<file path="src/rtl/regwr_pkg.sv">
package regwr_pkg;
  localparam int BYTE_W = 8;

  typedef enum logic [2:0] {
    ST_IDLE,
    ST_RECV,
    ST_ACK_WAIT,
    ST_ACK,
    ST_IGNORE
  } rx_state_e;

  typedef enum logic [1:0] {
    PH_ID,
    PH_SUB,
    PH_DATA
  } rx_phase_e;
endpackage

</file>
<file path="src/rtl/line_sync.sv">
module line_sync #(
  parameter int STAGES = 2
) (
  input  logic clk_i,
  input  logic rst_ni,
  input  logic d_i,
  output logic level_o,
  output logic rise_o,
  output logic fall_o
);
  // sh_q[STAGES-1] is the synchronized level, sh_q[STAGES] its previous value
  logic [STAGES:0] sh_q;

  always_ff @(posedge clk_i or negedge rst_ni) begin
    if (!rst_ni) sh_q <= '1;  // idle bus is high
    else         sh_q <= {sh_q[STAGES-1:0], d_i};
  end

  assign level_o = sh_q[STAGES-1];
  assign rise_o  = sh_q[STAGES-1] & ~sh_q[STAGES];
  assign fall_o  = ~sh_q[STAGES-1] & sh_q[STAGES];
endmodule

</file>
<file path="src/rtl/rx_ctrl.sv">
module rx_ctrl
  import regwr_pkg::*;
#(
  parameter logic [6:0] DEV_ID = 7'h21,
  parameter int         ADDR_W = 8
) (
  input  logic              clk_i,
  input  logic              rst_ni,
  input  logic              scl_lvl_i,
  input  logic              scl_rise_i,
  input  logic              scl_fall_i,
  input  logic              sda_lvl_i,
  input  logic              sda_rise_i,
  input  logic              sda_fall_i,
  output logic              sda_oe_o,
  output logic              wr_en_o,
  output logic [ADDR_W-1:0] wr_addr_o,
  output logic [BYTE_W-1:0] wr_data_o
);
  localparam int CNT_W = $clog2(BYTE_W);

  rx_state_e         state_q;
  rx_phase_e         phase_q;
  logic [CNT_W-1:0]  cnt_q;
  logic [BYTE_W-1:0] shreg_q;
  logic [BYTE_W-1:0] nxt_byte;
  logic [ADDR_W-1:0] ptr_q;
  logic              start_evt, stop_evt, last_bit;

  assign start_evt = sda_fall_i & scl_lvl_i;
  assign stop_evt  = sda_rise_i & scl_lvl_i;
  assign nxt_byte  = {shreg_q[BYTE_W-2:0], sda_lvl_i};
  assign last_bit  = (cnt_q == CNT_W'(BYTE_W - 1));

  always_ff @(posedge clk_i or negedge rst_ni) begin
    if (!rst_ni) begin
      state_q   <= ST_IDLE;
      phase_q   <= PH_ID;
      cnt_q     <= '0;
      shreg_q   <= '0;
      ptr_q     <= '0;
      sda_oe_o  <= 1'b0;
      wr_en_o   <= 1'b0;
      wr_addr_o <= '0;
      wr_data_o <= '0;
    end else begin
      wr_en_o <= 1'b0;
      if (start_evt) begin
        state_q  <= ST_RECV;
        phase_q  <= PH_ID;
        cnt_q    <= '0;
        sda_oe_o <= 1'b0;
      end else if (stop_evt) begin
        state_q  <= ST_IDLE;
        sda_oe_o <= 1'b0;
      end else begin
        unique case (state_q)
          ST_RECV: if (scl_rise_i) begin
            shreg_q <= nxt_byte;
            cnt_q   <= cnt_q + 1'b1;
            if (last_bit) begin
              unique case (phase_q)
                PH_ID: state_q <= (nxt_byte[7:1] == DEV_ID && !nxt_byte[0])
                                  ? ST_ACK_WAIT : ST_IGNORE;
                PH_SUB: begin
                  ptr_q   <= nxt_byte[ADDR_W-1:0];
                  state_q <= ST_ACK_WAIT;
                end
                default: begin
                  wr_en_o   <= 1'b1;
                  wr_addr_o <= ptr_q;
                  wr_data_o <= nxt_byte;
                  ptr_q     <= ptr_q + 1'b1;
                  state_q   <= ST_ACK_WAIT;
                end
              endcase
            end
          end
          ST_ACK_WAIT: if (scl_fall_i) begin
            sda_oe_o <= 1'b1;
            state_q  <= ST_ACK;
          end
          ST_ACK: if (scl_fall_i) begin
            sda_oe_o <= 1'b0;
            state_q  <= ST_RECV;
            cnt_q    <= '0;
            phase_q  <= (phase_q == PH_ID) ? PH_SUB : PH_DATA;
          end
          default: ;
        endcase
      end
    end
  end

  AST_WR_SINGLE: assert property (@(posedge clk_i) disable iff (!rst_ni)
    wr_en_o |=> !wr_en_o);
  AST_PTR_STEP: assert property (@(posedge clk_i) disable iff (!rst_ni)
    wr_en_o |-> ptr_q == ADDR_W'(wr_addr_o + 1'b1));
  AST_NO_ACK_IGNORE: assert property (@(posedge clk_i) disable iff (!rst_ni)
    state_q == ST_IGNORE |-> !sda_oe_o);
  AST_STOP_IDLE: assert property (@(posedge clk_i) disable iff (!rst_ni)
    stop_evt |=> state_q == ST_IDLE && !sda_oe_o);
  AST_OE_RELEASE: assert property (@(posedge clk_i) disable iff (!rst_ni)
    (state_q == ST_ACK && scl_fall_i && !start_evt && !stop_evt) |=> !sda_oe_o);
  AST_START_NO_WRITE: assert property (@(posedge clk_i) disable iff (!rst_ni)
    start_evt |=> !wr_en_o && state_q == ST_RECV);
endmodule

</file>
<file path="src/rtl/reg_bank.sv">
module reg_bank #(
  parameter int ADDR_W = 8,
  parameter int DATA_W = 8
) (
  input  logic              clk_i,
  input  logic              rst_ni,
  input  logic              wr_en_i,
  input  logic [ADDR_W-1:0] wr_addr_i,
  input  logic [DATA_W-1:0] wr_data_i,
  input  logic [ADDR_W-1:0] rd_addr_i,
  output logic [DATA_W-1:0] rd_data_o
);
  localparam int DEPTH = 1 << ADDR_W;

  logic [DATA_W-1:0] mem_q [DEPTH];

  always_ff @(posedge clk_i or negedge rst_ni) begin
    if (!rst_ni) begin
      for (int i = 0; i < DEPTH; i++) mem_q[i] <= '0;
    end else if (wr_en_i) begin
      mem_q[wr_addr_i] <= wr_data_i;
    end
  end

  assign rd_data_o = mem_q[rd_addr_i];

  AST_BANK_STORE: assert property (@(posedge clk_i) disable iff (!rst_ni)
    wr_en_i |=> mem_q[$past(wr_addr_i)] == $past(wr_data_i));
endmodule

</file>
<file path="src/rtl/regwr_slave.sv">
module regwr_slave
  import regwr_pkg::*;
#(
  parameter logic [6:0] DEV_ID      = 7'h21,
  parameter int         ADDR_W      = 8,
  parameter int         SYNC_STAGES = 2
) (
  input  logic              clk_i,
  input  logic              rst_ni,
  input  logic              scl_i,
  input  logic              sda_i,
  output logic              sda_oe_o,
  output logic              wr_en_o,
  output logic [ADDR_W-1:0] wr_addr_o,
  output logic [BYTE_W-1:0] wr_data_o,
  input  logic [ADDR_W-1:0] rd_addr_i,
  output logic [BYTE_W-1:0] rd_data_o
);
  localparam int NLINES = 2;

  logic [NLINES-1:0] pin, lvl, rise, fall;
  assign pin = {sda_i, scl_i};

  for (genvar g = 0; g < NLINES; g++) begin : g_sync
    line_sync #(.STAGES(SYNC_STAGES)) u_sync (
      .clk_i   (clk_i),
      .rst_ni  (rst_ni),
      .d_i     (pin[g]),
      .level_o (lvl[g]),
      .rise_o  (rise[g]),
      .fall_o  (fall[g])
    );
  end

  rx_ctrl #(.DEV_ID(DEV_ID), .ADDR_W(ADDR_W)) u_ctrl (
    .clk_i      (clk_i),
    .rst_ni     (rst_ni),
    .scl_lvl_i  (lvl[0]),
    .scl_rise_i (rise[0]),
    .scl_fall_i (fall[0]),
    .sda_lvl_i  (lvl[1]),
    .sda_rise_i (rise[1]),
    .sda_fall_i (fall[1]),
    .sda_oe_o   (sda_oe_o),
    .wr_en_o    (wr_en_o),
    .wr_addr_o  (wr_addr_o),
    .wr_data_o  (wr_data_o)
  );

  reg_bank #(.ADDR_W(ADDR_W), .DATA_W(BYTE_W)) u_bank (
    .clk_i     (clk_i),
    .rst_ni    (rst_ni),
    .wr_en_i   (wr_en_o),
    .wr_addr_i (wr_addr_o),
    .wr_data_i (wr_data_o),
    .rd_addr_i (rd_addr_i),
    .rd_data_o (rd_data_o)
  );
endmodule

</file>
<file path="config.mk">
export PLATFORM = sky130hd
export DESIGN_NAME = regwr_slave
export DESIGN_NICKNAME = d
export VERILOG_FILES = /design/src/rtl/regwr_pkg.sv /design/src/rtl/line_sync.sv /design/src/rtl/rx_ctrl.sv /design/src/rtl/reg_bank.sv /design/src/rtl/regwr_slave.sv
export SDC_FILE = /design/constraint.sdc
export NUM_CORES = 2
export LEC_CHECK = 0
export BUFFER_PORTS_ARGS = -buffer_cell sky130_fd_sc_hd__buf_2
export CAP_MARGIN = 20
export CORE_ASPECT_RATIO = 1.5
export CORE_UTILIZATION = 45
export DETAILED_ROUTE_END_ITERATION = 10
export PLACE_DENSITY_LB_ADDON = 0.12
export SYNTH_ARGS = -nofsm -noshare
export SYNTH_HDL_FRONTEND = slang
export SYNTH_HIERARCHICAL = 1
export SYNTH_SLANG_ARGS = --single-unit
</file>
<file path="constraint.sdc">
create_clock -name clk_i -period 4.1 [get_ports clk_i]
set_input_delay 0.615 -clock clk_i [delete_from_list [all_inputs] [get_ports clk_i]]
set_output_delay 0.615 -clock clk_i [all_outputs]
set_load 0.05 [all_outputs]
</file>
Word level (Yosys, flattened, before mapping)

Index checks and enable logic that the tools add are counted.

Input bits: 12
Bits in read-only memories: 0
Word-level logic and storage cells: 355
Memories: 0
Output and inout bits: 26
Latch bits: 0
Flip-flop bits (word level): 2095
Bits in writable memories: 0

Reductions and logical operators: 17
Shift-type cells: 0
Add/subtract/negate cells: 2
Equality and inequality tests: 13
Bitwise operators: 16
$mul: 0
Multiplexer cells: 37
$lt $le $gt $ge: 3
Divide/modulo/power cells: 0

Operators with widths:

| operator                                                  | number |
|---|---|
| bitwise mux 2048 bit                                      | 1 |
| binary-select mux 8 bit (select 8 bit)                    | 1 |
| demux 8 bit (select 8 bit)                                | 1 |
| 2-to-1 mux 3 bit                                          | 12 |
| 2-to-1 mux 8 bit                                          | 3 |
| greater-or-equal comparator 9 bit (second input constant) | 2 |
| inverter 8 -> 9 bit                                       | 2 |
| one-hot mux 8 bit (2 select lines)                        | 1 |
| != test 4 x 2 -> 1 bit (second input constant)            | 3 |
| AND reduction 6 bit                                       | 2 |
| 2-to-1 mux 1 bit                                          | 10 |
| 2-to-1 mux 2 bit                                          | 5 |
| < comparator 9 x 1 -> 1 bit (second input constant)       | 1 |
| one-hot mux 3 bit (3 select lines)                        | 1 |
| adder 8 x 1 -> 8 bit (second input constant)              | 1 |
| inverter 1 bit                                            | 8 |
| AND reduction 4 bit                                       | 2 |
| equality test 7 x 6 -> 1 bit (second input constant)      | 1 |
| bitwise AND 1 bit                                         | 6 |
| equality test 3 x 2 -> 1 bit (second input constant)      | 2 |
| != test 3 x 2 -> 1 bit (second input constant)            | 2 |
| one-hot mux 3 bit (2 select lines)                        | 1 |
| AND reduction 3 bit                                       | 2 |
| AND reduction 5 bit                                       | 1 |
| other kinds (15)                                          | 17 |

Depth between registers and ports, before layout

Word-level depth: 9
Mapped depth: 13
Gate-level depth less buffers: 7

By module

The synthesis kept the hierarchy.

By module, submodules not included:

| module    | cells an instance | sequential area each (um^2) | times used | area an instance (um^2) |
|---|---|---|---|---|
| reg_bank  | 6068              | 51249.2                     | 1          | 93414.6 |
| rx_ctrl   | 181               | 1026.0                      | 1          | 1918.1 |
| line_sync | 5                 | 78.8                        | 2          | 93.8 |

Worst setup path before layout

OpenSTA, ideal clock, no wires.

Path kind: input to output
From: in rd_addr_i[0]
To: out rd_data_o[6]
Data arrival time: 3.573 ns
Data required time: 3.485 ns
Slack: -0.088 ns
Buffers on the path: 4
Cell stages on the path: 9
Cells stage by stage: buf_6 -> buf_12 -> buf_12 -> buf_12 -> mux4_2 -> mux2i_1 -> a2111oi_0 -> nor3_1 -> nor4_1

Longest elaborated chain between the ends: 4

Ends and longest elaborated chain:

| element                                              | line              | source |
|---|---|---|
| start: declaration                                   | regwr_slave.sv:16 | `input logic [ADDR_W-1:0] rd_addr_i,` |
| inverter 8 -> 9 bit (implied by the code)            | reg_bank.sv:25    | `assign rd_data_o = mem_q[rd_addr_i];` |
| binary-select mux 8 bit (select 8 bit)               | reg_bank.sv:25    |  |
| 2-to-1 mux 8 bit (implied by the code) (2 in series) | reg_bank.sv:25    |  |
| end: declaration                                     | regwr_slave.sv:17 | `output logic [BYTE_W-1:0] rd_data_o` |

Every way passes these cells. The select of a mux whose other input is x is not followed.

Final worst setup path

From: in rd_addr_i[0]
To: out rd_data_o[2]

Same word-level chain as after synthesis.

==> qor.txt <==
Status: completed
1st-pass router iterations: 5
Largest family of logic cells by synthesized area: multiplexers
Final Setup Violations: 0
Clock transition at path regs: 60 ps
Critical-path maximum fanout: 12
Post-synth net total: 6274
Worst Hold Slack: 342 ps
DP HPWL: 192000 um
Initial DRC Count: 3503
Vias/cell: 5.90
PnR worst setup slack: 13.2 ps
Min-Delay Path Class: input pin to async pin
Syn Inst Count: 6259
Clock skew after layout: 51.4 ps
CTS tree: yes
Routed Antenna Nets: 0
DRC viols: 0
Clock latency on the worst-skew pair: 880 ps
Metal3 WL: 10100 um
Layout cells sized above 1: 0.533
Critical-path cell list: buf_12, buf_16, buf_12, buf_16, mux4_2, mux4_2, nand2_2, o211ai_1, o31ai_1, nor3_1, buf_4, buf_12
Yosys reg bits: 2095
Leak: 0.0526 uW
Starting density of the core: 0.454
CTS root buffer: clkbuf_16
Top Metal Used: met5
Max-cap violations: 0
Met2 WL: 147000 um
Die H: 566 um
Via count of the first global-routing pass: 61400
Layout overhead on the synthesized area: 15.4%
Clk buf depth: 4
Ranking of synthesized cells by area: dfrtp_1, mux2_2, mux4_2
CP Data Required Time: 3480 ps
Initial antenna violation count: 5
Hold Vio Cnt, Final: 0
Die ar.: 214000 sq um
Avg WL per Cell: 29.2 um
Row count: 206
Number of enable flip-flop cells after synthesis: 0
Fin. max-slew vios: 0
Highest clock rate: 0.245 GHz
NumNets Final: 6692
R2r worst-path depth: 6
Crit. Startpoint: rd_addr_i[0]
Clock sinks: 2095
Synth Area in Simple Gates: 0.0283
Final Instance Area: 110000 sq um
Post-Synthesis Mean Instance Area: 15.3 sq um
Synth top area share: 0.547
Worst path depth: 12
Most used DFF post-synth: dfrtp_1
Syn. warnings: 6
GRT Residual Overflow: 0
CP arrival: 3470 ps
Synth Area in Adders: 0.000393
Buffers & Inverters on Critical Path: 6
Routed WL: 282000 um
R2r endpoint: u_bank/mem_q[1742]
Total Power: 42000 uW
Vias: 56900
Period minus WS final: 4090 ps
Worst-Margin Slew: 1160 ps
Largest net degree at the start of global routing: 162
CP Capture Point: rd_data_o[2]
Final std cells w/o fill: 9649
Crit path max-delay cell type: mux4_2
Worst path max stage delay: 530 ps
Reg2reg setup slack: 660 ps
Core Area: 210000 sq um
Register area share after synthesis: 0.549
Post-synthesis compound-gate area fraction: 0.0322
Setup slack at placement: -563 ps
Synth area leader: dfrtp_1
CP delay by family, top: multiplexers
CP most frequent cell: buf_12
Peak supply drop: 0.346 mV
PwrDens: 381 nW/um^2
Crit share post-route: 0.997
Commonest non-fill, non-tap cells in the layout: dfrtp_1, mux2_2, buf_4, mux4_2, clkbuf_16
Metal-1 WL: 111000 um
Crit path kind: input pin to primary output
Worst r2r src: u_ctrl/wr_addr_o[1]
Commonest non-fill, non-tap cell in the layout: dfrtp_1
Synthesized area: 95500 sq um
I/O pin count: 38
Post-synth cell types: 70
First-pass GRT wire length: 422000 um
Max H-tree Level: 4
Worst setup EP type: primary output
Port buffer count: 37
Relative slew slack: 0.224
Multiplexer share of the synthesized area: 0.364
Fillers: 17700
Asr flop ratio synth: 1.00
Placed inst area: 103000 sq um
Dpl cells: 9230
Startpoint Class: input pin
Die width: 378 um
RSZ-0062 raised after global routing: true
CTS buffer count: 212
Gpl congestion: 0.879
Post-Synth XOR/XNOR Area: 0
Total GRT Usage: 0.267
cell families after synthesis:
logic type,count (synthesis)
and+or+nand+nor,572
muxes,2663
adders and majority gates,3
DFF,2095
AOI/OAI and AO/OA,449
buffers and inverters,477
registers in the layout, indices dropped and copies added, names as in the netlist:
signal	count
u_ctrl/wr_addr_o	8
u_bank/mem_q	2048
u_ctrl/cnt_q	3
g_sync.u_sync/sh_q	6
u_ctrl/wr_en_o	1
u_ctrl/wr_data_o	8
u_ctrl/shreg_q	7
u_ctrl/phase_q	2
u_ctrl/sda_oe_o	1
u_ctrl/state_q	3
u_ctrl/ptr_q	8
cell usage after synthesis, drive strengths merged (6+ instances only):
cell and n:
nand3 29, a21oi 122, mux2 2067, nand4 6, a22oi 160, nor4 20
inv 6, mux4 443, and2 12, clkbuf 311, o21ai 33, dfstp 6
o22ai 31, a22o 18, nand2b 17, nor2b 29, nor2 203, buf 159
a221oi 12, dfrtp 2089, and3 10, mux2i 153, o221ai 34, nand2 196
nor3 28
metal layers:
| layer | up-vias | GRT usage |
|---|---|---|
| met5 | - | 0 |
| met4 | 2 | 0.112 |
| met3 | 480 | 0.0309 |
| met2 | 1170 | 0.466 |
| met1 | 31100 | 0.333 |
| li1 | 24200 | - |
metrics by stage:
step	utilization	TNS [ps]
after floorplan	-	0
after global placement	0.488	-3180
after detailed placement	0.488	-2710
after CTS	0.522	-58.6
after global routing	0.524	-2.81
final	0.524	0
report_power, final:
group / internal [uW] / total, uW / switching (uW)
combinational: 728 / 1990 / 1260
clock: 11100 / 19300 / 8200
sequential: 20700 / 20800 / 51.6
worst register-to-register path: stages, from the launching register on:
cell and delay (ps):
dfrtp_1 820, nor2b_1 220, buf_4 180, and2_1 280
nand2_2 660, nor2_2 770, mux2_2 410
layout make-up:
| type | count | area [sq um] | share of cell area |
|---|---|---|---|
| multi-input combinational | 3687 | 41000 | 0.372 |
| timing repair buffer | 674 | 6450 | 0.0585 |
| inverter | 7 | 26.3 | 0.000238 |
| sequential | 2095 | 52500 | 0.476 |
| tap | 2808 | 3510 | 0.0319 |
| clock inverter | 50 | 522 | 0.00473 |
| antenna | 3 | 7.51 | 0.0000681 |
| clock buffer | 325 | 6270 | 0.0568 |
timing repair:
item,CTS,global route
resized for setup,49,39
setup buffers,10,24
hold buffers,3,0
pin swaps,9,15
gates cloned,3,1
endpoints found under the hold margin,83,0
setup endpoints to repair,8,8
worst min-delay path by stage:
stage | end | slack [ps] | cells after the start
floorplan | u_bank/mem_q[0] | 320 | 0
global placement | g_sync[1].u_sync/sh_q[1] | 350 | 0
detailed placement | g_sync[1].u_sync/sh_q[1] | 350 | 0
CTS | g_sync[1].u_sync/sh_q[1] | 360 | 0
global route | g_sync[1].u_sync/sh_q[1] | 370 | 0
finish | u_bank/mem_q[93] | 340 | 2
No activity file was read; power rests on OpenSTA's default activity.
